`src/rtl/prdw_pkg.sv`:
```
package prdw_pkg;

  typedef enum logic [2:0] {
    ST_IDLE,
    ST_STEP,
    ST_FETCH,
    ST_WAIT,
    ST_BURST,
    ST_DONE
  } walk_st_t;

endpackage

```
`src/rtl/prdw_slot_addr.sv`:
```
module prdw_slot_addr #(
  parameter int ADDR_W    = 64,
  parameter int CNT_W     = 16,
  parameter int TBL_OFS   = 128,
  parameter int ENT_BYTES = 16
) (
  input  logic [ADDR_W-1:0] base_i,
  input  logic [CNT_W-1:0]  idx_i,
  output logic [ADDR_W-1:0] addr_o
);
  localparam int ENT_SHIFT = $clog2(ENT_BYTES);

  assign addr_o = base_i + ADDR_W'(TBL_OFS) + (ADDR_W'(idx_i) << ENT_SHIFT);
endmodule

```
`src/rtl/prdw_desc_decode.sv`:
```
module prdw_desc_decode #(
  parameter int ADDR_W = 64,
  parameter int DESC_W = 128,
  parameter int SIZE_W = 22,
  parameter int LEN_W  = 32
) (
  input  logic [DESC_W-1:0] data_i,
  output logic [ADDR_W-1:0] addr_o,
  output logic [LEN_W-1:0]  len_o
);
  localparam int WORD_LSB = DESC_W - 32;

  logic unused_desc_bits;

  assign addr_o = data_i[ADDR_W-1:0];
  assign len_o  = LEN_W'(data_i[WORD_LSB +: SIZE_W]) + LEN_W'(1);
  assign unused_desc_bits = ^{data_i[DESC_W-1:WORD_LSB+SIZE_W], data_i[WORD_LSB-1:ADDR_W]};
endmodule

```
`src/rtl/prdw_clip.sv`:
```
module prdw_clip #(
  parameter int LEN_W = 32
) (
  input  logic [LEN_W-1:0] entry_len_i,
  input  logic [LEN_W-1:0] remain_i,
  output logic [LEN_W-1:0] len_o
);
  assign len_o = (entry_len_i < remain_i) ? entry_len_i : remain_i;
endmodule

```
`src/rtl/prd_walker.sv`:
```
module prd_walker
  import prdw_pkg::*;
#(
  parameter int ADDR_W    = 64,
  parameter int LEN_W     = 32,
  parameter int OPT_W     = 32,
  parameter int CNT_W     = 16,
  parameter int SIZE_W    = 22,
  parameter int TBL_OFS   = 128,
  parameter int ENT_BYTES = 16
) (
  input  logic                    clk,
  input  logic                    rst_n,
  input  logic                    start,
  input  logic [ADDR_W-1:0]       tbl_base,
  input  logic [OPT_W-1:0]        hdr_opts,
  input  logic [LEN_W-1:0]        req_bytes,
  input  logic [LEN_W-1:0]        hdr_bytes_in,
  output logic                    busy,
  output logic                    desc_req_valid,
  input  logic                    desc_req_ready,
  output logic [ADDR_W-1:0]       desc_req_addr,
  input  logic                    desc_rsp_valid,
  output logic                    desc_rsp_ready,
  input  logic [ENT_BYTES*8-1:0]  desc_rsp_data,
  output logic                    burst_valid,
  input  logic                    burst_ready,
  output logic [ADDR_W-1:0]       burst_addr,
  output logic [LEN_W-1:0]        burst_len,
  output logic                    done,
  output logic [LEN_W-1:0]        done_total,
  output logic                    done_nolist,
  output logic                    done_short,
  output logic [LEN_W-1:0]        hdr_bytes_out
);
  localparam int DESC_W = ENT_BYTES * 8;

  walk_st_t            st_q;
  logic [ADDR_W-1:0]   base_q;
  logic [CNT_W-1:0]    cnt_q;
  logic [CNT_W-1:0]    idx_q;
  logic [LEN_W-1:0]    rem_q;
  logic [LEN_W-1:0]    tot_q;
  logic [LEN_W-1:0]    hdr_q;
  logic [ADDR_W-1:0]   baddr_q;
  logic [LEN_W-1:0]    blen_q;
  logic                nolist_q;
  logic                short_q;

  logic [ADDR_W-1:0]   dec_addr;
  logic [LEN_W-1:0]    dec_len;
  logic [LEN_W-1:0]    clip_len;
  logic                unused_opts;

  assign unused_opts = ^hdr_opts[OPT_W-CNT_W-1:0];

  prdw_slot_addr #(
    .ADDR_W(ADDR_W), .CNT_W(CNT_W), .TBL_OFS(TBL_OFS), .ENT_BYTES(ENT_BYTES)
  ) u_slot (
    .base_i(base_q), .idx_i(idx_q), .addr_o(desc_req_addr)
  );

  prdw_desc_decode #(
    .ADDR_W(ADDR_W), .DESC_W(DESC_W), .SIZE_W(SIZE_W), .LEN_W(LEN_W)
  ) u_dec (
    .data_i(desc_rsp_data), .addr_o(dec_addr), .len_o(dec_len)
  );

  prdw_clip #(.LEN_W(LEN_W)) u_clip (
    .entry_len_i(dec_len), .remain_i(rem_q), .len_o(clip_len)
  );

  always_ff @(posedge clk) begin
    if (!rst_n) begin
      st_q     <= ST_IDLE;
      base_q   <= '0;
      cnt_q    <= '0;
      idx_q    <= '0;
      rem_q    <= '0;
      tot_q    <= '0;
      hdr_q    <= '0;
      baddr_q  <= '0;
      blen_q   <= '0;
      nolist_q <= 1'b0;
      short_q  <= 1'b0;
    end else begin
      case (st_q)
        ST_IDLE: begin
          if (start) begin
            base_q <= tbl_base;
            cnt_q  <= hdr_opts[OPT_W-1 -: CNT_W];
            idx_q  <= '0;
            rem_q  <= req_bytes;
            tot_q  <= '0;
            hdr_q  <= hdr_bytes_in;
            st_q   <= ST_STEP;
          end
        end
        ST_STEP: begin
          nolist_q <= (cnt_q == '0);
          short_q  <= 1'b0;
          if (cnt_q == '0 || rem_q == '0) begin
            st_q <= ST_DONE;
          end else if (idx_q == cnt_q) begin
            short_q <= 1'b1;
            st_q    <= ST_DONE;
          end else begin
            st_q <= ST_FETCH;
          end
        end
        ST_FETCH: begin
          if (desc_req_ready) st_q <= ST_WAIT;
        end
        ST_WAIT: begin
          if (desc_rsp_valid) begin
            baddr_q <= dec_addr;
            blen_q  <= clip_len;
            st_q    <= ST_BURST;
          end
        end
        ST_BURST: begin
          if (burst_ready) begin
            rem_q <= rem_q - blen_q;
            tot_q <= tot_q + blen_q;
            idx_q <= idx_q + CNT_W'(1);
            st_q  <= ST_STEP;
          end
        end
        ST_DONE: st_q <= ST_IDLE;
        default: st_q <= ST_IDLE;
      endcase
    end
  end

  assign busy           = (st_q != ST_IDLE);
  assign desc_req_valid = (st_q == ST_FETCH);
  assign desc_rsp_ready = (st_q == ST_WAIT);
  assign burst_valid    = (st_q == ST_BURST);
  assign burst_addr     = baddr_q;
  assign burst_len      = blen_q;
  assign done           = (st_q == ST_DONE);
  assign done_total     = tot_q;
  assign done_nolist    = done & nolist_q;
  assign done_short     = done & short_q;
  assign hdr_bytes_out  = hdr_q + tot_q;

  // done is a single-cycle pulse
  p_done_pulse_r1: assert property (@(posedge clk) disable iff (!rst_n)
    done |=> !done);

  // a stalled burst keeps its fields
  p_burst_hold_r9: assert property (@(posedge clk) disable iff (!rst_n)
    burst_valid && !burst_ready |=> burst_valid && $stable(burst_addr) && $stable(burst_len));

  // a stalled descriptor request keeps its address
  p_req_hold_r10: assert property (@(posedge clk) disable iff (!rst_n)
    desc_req_valid && !desc_req_ready |=> desc_req_valid && $stable(desc_req_addr));

  // an empty list moves nothing
  p_nolist_r3: assert property (@(posedge clk) disable iff (!rst_n)
    done && done_nolist |-> (done_total == '0) && !done_short);

  // a burst never exceeds what is still owed
  p_len_r5: assert property (@(posedge clk) disable iff (!rst_n)
    burst_valid |-> (burst_len != '0) && (burst_len <= rem_q));

  // bytes are moved from remaining to total, none lost
  p_conserve_r8: assert property (@(posedge clk) disable iff (!rst_n)
    burst_valid && burst_ready |=> (rem_q + tot_q) == $past(rem_q + tot_q));

  // short end only with bytes still owed
  p_short_r7: assert property (@(posedge clk) disable iff (!rst_n)
    done && done_short |-> (rem_q != '0));

  // captured command is left alone while busy
  p_start_ignored_r11: assert property (@(posedge clk) disable iff (!rst_n)
    busy && start |=> $stable(base_q) && $stable(hdr_q) && $stable(cnt_q));
endmodule

```
`config.mk`:
```
export PLATFORM = sky130hd
export DESIGN_NAME = prd_walker
export DESIGN_NICKNAME = d
export VERILOG_FILES = /design/src/rtl/prdw_pkg.sv /design/src/rtl/prdw_slot_addr.sv /design/src/rtl/prdw_desc_decode.sv /design/src/rtl/prdw_clip.sv /design/src/rtl/prd_walker.sv
export SDC_FILE = /design/constraint.sdc
export NUM_CORES = 1
export LEC_CHECK = 0
export BUFFER_PORTS_ARGS = -buffer_cell sky130_fd_sc_hd__buf_2
export CAP_MARGIN = 20
export CORE_MARGIN = 10
export CORE_UTILIZATION = 48
export DETAILED_ROUTE_END_ITERATION = 8
export GPL_TIMING_DRIVEN = 0
export PLACE_DENSITY = 0.78
export SLEW_MARGIN = 25
export SYNTH_ARGS = -nofsm -noshare
export SYNTH_HDL_FRONTEND = slang
export SYNTH_SLANG_ARGS = --single-unit
```
`constraint.sdc`:
```
create_clock -name clk -period 3.4 [get_ports clk]
set_input_delay 0.17 -clock clk [delete_from_list [all_inputs] [get_ports clk]]
set_output_delay 0.17 -clock clk [all_outputs]
set_load 0.03 [all_outputs]
```
Word level (Yosys, flattened, before mapping)
Cells that the tools add are included.
{"block": "word_totals", "regBits": 293, "latch_bits": 0, "ram_bits": 0, "romBits": 0, "out_inout_bits": 231, "wordCells": 60, "memories": 0}
{"block": "classes", "add_sub_neg": 7, "n_mul": 0, "div": 0, "order_cmp": 1, "n_eq_ne": 10, "shifts": 0, "n_mux": 19, "n_bitwise": 2, "reduce_logical": 10}
{"cell": "32-bit two-way mux", "count": 5}
{"cell": "32-bit case mux with 2 select lines", "count": 2}
{"cell": "32-bit adder", "count": 2}
{"cell": "64-bit by 20-bit adder with 64-bit output", "count": 1}
{"cell": "64-bit by 8-bit adder with 64-bit output (second input constant)", "count": 1}
{"cell": "32-bit logical NOT", "count": 1}
{"cell": "23-bit by 32-bit less-than comparator with 1-bit output", "count": 1}
{"cell": "16-bit two-way mux", "count": 2}
{"cell": "16-bit case mux with 2 select lines", "count": 1}
{"cell": "32-bit subtractor", "count": 1}
{"cell": "22-bit by 1-bit adder with 23-bit output (second input constant)", "count": 1}
{"cell": "3-bit two-way mux", "count": 6}
{"cell": "16-bit by 1-bit adder with 16-bit output (second input constant)", "count": 1}
{"cell": "16-bit == test", "count": 1}
{"cell": "16-bit logical NOT", "count": 1}
{"cell": "3-bit case mux with 5 select lines", "count": 1}
{"cell": "3-bit by 2-bit == test with 1-bit output (second input constant)", "count": 2}
{"cell": "3-bit == test (second input constant)", "count": 2}
{"cell": "2-bit by 1-bit != test with 1-bit output (second input constant)", "count": 2}
{"cell": "2-bit != test (second input constant)", "count": 2}
{"cell": "2-bit AND reduction", "count": 2}
{"cell": "4-bit AND reduction", "count": 1}
{"cell": "3-bit by 1-bit == test with 1-bit output (second input constant)", "count": 1}
{"cell": "3-bit logical NOT", "count": 1}
{"cell": "6 further kinds", "count": 8}

Longest topological paths before layout
{"block": "logic_depth", "ltp_word": 4, "depth_mapped": 19, "mapped_depth_nobuf": 18}

Modules after synthesis
From an unflattened synthesis, not the netlist that was laid out.
{"block": "hier_totals", "cells_unflattened": 2714, "area_unflattened_um2": 21224.1}
{"mod": "prd_walker", "n_inst": 1, "cells_each": 1978, "area_each_um2": 15887.7, "seq_area_each_um2": 5865.6}
{"mod": "prdw_clip", "n_inst": 1, "cells_each": 301, "area_each_um2": 2179.6, "seq_area_each_um2": 0.0}
{"mod": "prdw_slot_addr", "n_inst": 1, "cells_each": 302, "area_each_um2": 2173.3, "seq_area_each_um2": 0.0}
{"mod": "prdw_desc_decode", "n_inst": 1, "cells_each": 133, "area_each_um2": 983.4, "seq_area_each_um2": 0.0}

Worst setup path before layout
Ideal clock, no wire load.
{"block": "synth_timing", "path_type": "reg-to-output", "start": "reg idx_q[1]", "end": "out desc_req_addr[53]", "t_arrival_ns": 3.560, "required_time_ns": 3.230, "slack_ns": -0.330, "stages_incl_launch_ff": 14, "path_buffers": 0, "cell_sequence": "dfxtp_1 ha_1 ha_1 fa_1 a21o_1 a21oi_1 nor2b_1 o21a_1 o41ai_2 o22ai_1 a221oi_4 nor3_1 and4_1 xor2_1"}
{"block": "synth_via", "elab_chain_cells": 1}
{"element": "start, declared", "line": "prd_walker.sv:41", "rtl": "logic [CNT_W-1:0] idx_q;"}
{"element": "start signal, assigned", "line": "prd_walker.sv:125", "rtl": "idx_q <= idx_q + CNT_W'(1);"}
{"element": "64-bit by 20-bit adder with 64-bit output", "line": "prdw_slot_addr.sv:13", "rtl": "assign addr_o = base_i + ADDR_W'(TBL_OFS) + (ADDR_W'(idx_i) << ENT_SHIFT);"}
{"element": "end, declared", "line": "prd_walker.sv:22", "rtl": "output logic [ADDR_W-1:0] desc_req_addr,"}
Every way passes these cells.

Final worst setup path
{"block": "layout_timing", "start": "reg idx_q[2]", "end": "out desc_req_addr[34]"}
Same word-level chain as after synthesis.

==> impl_metrics.py <==
metrics = {
    "outcome": {
        "status": "finished, violations left",
        "violations": "setup timing",
    },
    "floorplan": {
        "num_rows": 72,
        "coreArea_um2": 38500,
        "initial_core_util_pct": 48.4,
        "ios": 525,
        "die_h_um": 217,
        "fp.dieW_um": 217,
        "dieArea_um2": 47100,
    },
    "synth": {
        "synth_common_cells": "nand2_1, dfxtp_1, a21boi_0, ha_1, xnor2_1",
        "synth_top_area_cell": "dfxtp_1",
        "async_reset_ff_share_pct": 0,
        "synth_compound_area_share_pct": 23.0,
        "synth.area.mux_share_pct": 1.24,
        "ys_ff_latch": 293,
        "synth_top_area_share_pct": 31.5,
        "ys_warn_count": 0,
        "netlist_area_um2": 18600,
        "seq_area_frac_synth_pct": 31.5,
        "yosysMostFrequentCell": "nand2_1",
        "ys.flop_type": "dfxtp_1",
        "yosys.area_share.adder_pct": 10.4,
        "synthCells": 2355,
        "syn-num-nets": 2802,
        "syn-mean-instance-area_um2": 7.90,
        "ys_types": 68,
        "ys_top_cells_by_area": "dfxtp_1, ha_1, nand2_1, a21boi_0, xnor2_1",
        "synth-edff-count": 0,
        "synth_top_family_by_area": "compound AO/OA/AOI/OAI gates",
        "synth-xor-area-share_pct": 8.75,
        "synth-simple-area-share_pct": 20.7,
    },
    "sta": {
        "clock_skew_ns": 0.0174,
        "timing.hold.ws_ns": 0.0197,
        "finalCritPeriodShare_pct": 124,
        "fmax_mhz": 238,
        "fin_ws_ns": -0.804,
        "maxSlewViolCount": 0,
        "post-route-min-period_ns": 4.20,
        "hold_viol": 0,
        "final-setup-viol-count": 54,
        "maxSlewHeadroom_pct": 26.2,
        "rsz0062_at_grt": "true",
        "tightest_slew_ns": 1.10,
    },
    "detailed_routing": {
        "drc": 0,
        "via_count": 21300,
        "wirelength_mm": 80.0,
        "detail-route-antenna-nets": 0,
        "drtIter0Drc": 2101,
        "vias_per_cell": 5.83,
        "wl_per_cell_um": 21.9,
        "dr.pass1.iters": 7,
    },
    "global_routing": {
        "track_usage_pct": 31.5,
        "antenna_found_initial": 5,
        "grt_start_max_net_pins": 14,
        "grt_pass1_wl_mm": 119,
        "first_global_vias": 21202,
        "globalRouteOverflowTotal": 0,
    },
    "clocking": {
        "cts_buffers": 35,
        "clk_pin_slew_ns": 0.06,
        "cts_tree": "built",
        "clockBufferDepth": 3,
        "clock_latency_ns": 0.54,
        "cts_max_level": 2,
        "cts.root.buffer_cell": "clkbuf_16",
        "cts_sinks": 293,
    },
    "place": {
        "dpl.hpwl_mm": 56.2,
        "port_buffers": 465,
        "dpl_cell_area_um2": 21800,
        "gp_congestion": 0.976,
    },
    "flow_run": {
        "maxCapViolCount": 0,
    },
    "final_layout": {
        "nNetsFinal": 3556,
        "fillers": 2864,
        "layout-area-overhead-vs-synth_pct": 43.4,
        "drive_gt1_share_pct": 25.1,
        "finish.instance_area_um2": 26700,
    },
    "hold_path": {
        "hp-class": "input pin to register",
        "hp-start": "req_bytes[19]",
    },
    "critical_path": {
        "path_class": "register to primary output",
        "critPathArrivalTime_ns": 4.03,
        "crit_path_end_kind": "primary output",
        "crit_path_end": "desc_req_addr[34]",
        "cp.required_ns": 3.23,
        "crit_start": "idx_q[2]$_SDFFE_PN0P_",
        "reg2reg_slack_ns": 0.09,
        "critPathLaunchType": "register",
        "r2r_start": "done_total[0]$_SDFFE_PN0P_",
        "reg2reg_depth": 13,
        "cp_max_fo": 6,
        "r2r-end": "done_total[28]$_SDFFE_PN0P_",
    },
    "power_and_ir_drop": {
        "cellPowerDensity_nw_per_um2": 607,
        "p_leak_nw": 11.9,
        "ir_drop_v": 0.000465,
    },
}
-- cell type report --
type                    count  area [um^2]  area share, %
clock buffers              53         1090           4.07
plain buffers             119          487           1.82
diodes                      4         10.0         0.0375
repair buffers            717         5030           18.9
flip-flops and latches    293         5920           22.2
clock inverters             8          101          0.380
multi-input cells        1855        13100           49.0
inverters                  88          330           1.24
well taps                 518          648           2.43
-- worst min-delay path by stage --
stage | end | cells past startpoint
3_3_place_gp | burst_addr[3]$_SDFFE_PN0P_ | 3
3_5_place_dp | burst_addr[52]$_SDFFE_PN0P_ | 3
6_report | rem_q[19]$_SDFFE_PN0P_ | 3
5_1_grt | rem_q[19]$_SDFFE_PN0P_ | 3
2_1_floorplan | base_q[0]$_SDFFE_PN0P_ | 2
4_1_cts | rem_q[30]$_SDFFE_PN0P_ | 3
-- repair_timing --
| action | CTS | global route |
|---|---|---|
| setup endpoints to repair | 91 | 102 |
| gates resized for setup | 241 | 81 |
| hold buffers | 188 | 0 |
| buffers inserted | 49 | 17 |
| pin swaps | 90 | 63 |
| gates cloned | 1 | 0 |
| endpoints found under the hold margin | 188 | 0 |
-- metrics by stage --
step	setup TNS, ns	util (%)	worst slack [ns]	std cells	total power, mW
finish	-28.66	69.4	-0.804	3655	16.2
global placement	-29.97	56.7	-0.708	3338	11.1
CTS	-19.07	68.4	-0.540	3636	15.8
floorplan	-0.226	-	-0.0813	2355	9.27
global route	-34.64	69.4	-0.929	3654	17.0
detailed placement	-33.36	56.7	-0.775	3338	11.3
-- critical path: stages, from the launching register on --
cell and delay, ns:
dfxtp_4 0.36, ha_4 0.30, ha_4 0.20, a21o_1 0.21, a21oi_2 0.17, nor2b_1 0.08
o21a_1 0.23, o41a_1 0.51, a221oi_2 0.36, o21a_1 0.24, buf_6 0.18, nor2_4 0.10
nand4_1 0.17, xnor2_2 0.19, buf_6 0.19
-- flip-flops by register name (all words and copies together), names as in the netlist --
name        flops
rem_q          32
burst_addr     64
base_q         64
hdr_q          32
nolist_q        1
burst_len      32
st_q            3
idx_q          16
done_total     32
short_q         1
cnt_q          16
-- cells in the final DEF (no fill, tap or decap), types with 12 or more instances in the layout --
cell | netlist | final
o21bai_1 | 13 | 12
mux2i_1 | 23 | 22
dfxtp_1 | 293 | 267
nor3_1 | 29 | 20
dlygate4sd3_1 | 0 | 188
a21oi_2 | 1 | 14
nand2_1 | 481 | 477
and3_1 | 39 | 37
clkbuf_16 | 0 | 37
o221ai_1 | 20 | 19
o211ai_1 | 13 | 13
ha_1 | 149 | 131
clkbuf_1 | 109 | 114
buf_2 | 4 | 405
inv_1 | 88 | 85
nor2b_1 | 33 | 30
a22oi_1 | 17 | 16
nand4_1 | 30 | 30
a21oi_1 | 106 | 92
nor4_1 | 24 | 19
a21o_1 | 56 | 56
xnor2_2 | 0 | 23
xor2_1 | 60 | 44
buf_4 | 4 | 81
xor2_2 | 0 | 15
buf_6 | 0 | 49
o21ai_0 | 101 | 96
a21boi_0 | 201 | 197
ha_4 | 0 | 15
nand2b_1 | 16 | 14
nand3_1 | 72 | 62
xnor2_1 | 126 | 100
o21a_1 | 17 | 15
nor2_1 | 104 | 94
dfxtp_2 | 0 | 18
-- layer usage --
layer / routed length, um / GRT usage [%] / vias to the layer above / part of all wire, %
li1: - / - / 9722 / -
met1: 30200 / 36.9 / 10031 / 38
met2: 38000 / 53.4 / 1246 / 47
met3: 7250 / 6.53 / 301 / 9.1
met4: 4600 / 16.8 / 0 / 5.7
met5: 0 / 0 / - / 0
-- power breakdown --
part | total, mW | internal, mW | switching (mW) | leakage (nW)
combinational | 7.79 | 3.04 | 4.75 | 8.91
sequential | 4.54 | 3.94 | 0.602 | 2.40
clock | 3.88 | 2.36 | 1.53 | 0.576
-- kinds of logic after synthesis --
group	after synthesis
buffers and inverters	207
adders and majority gates	153
and+or+nand+nor	867
xor gates and xnor gates	186
AOI/OAI and AO/OA	626
muxes	23
DFF	293
Power figures use the tool's default switching activity.
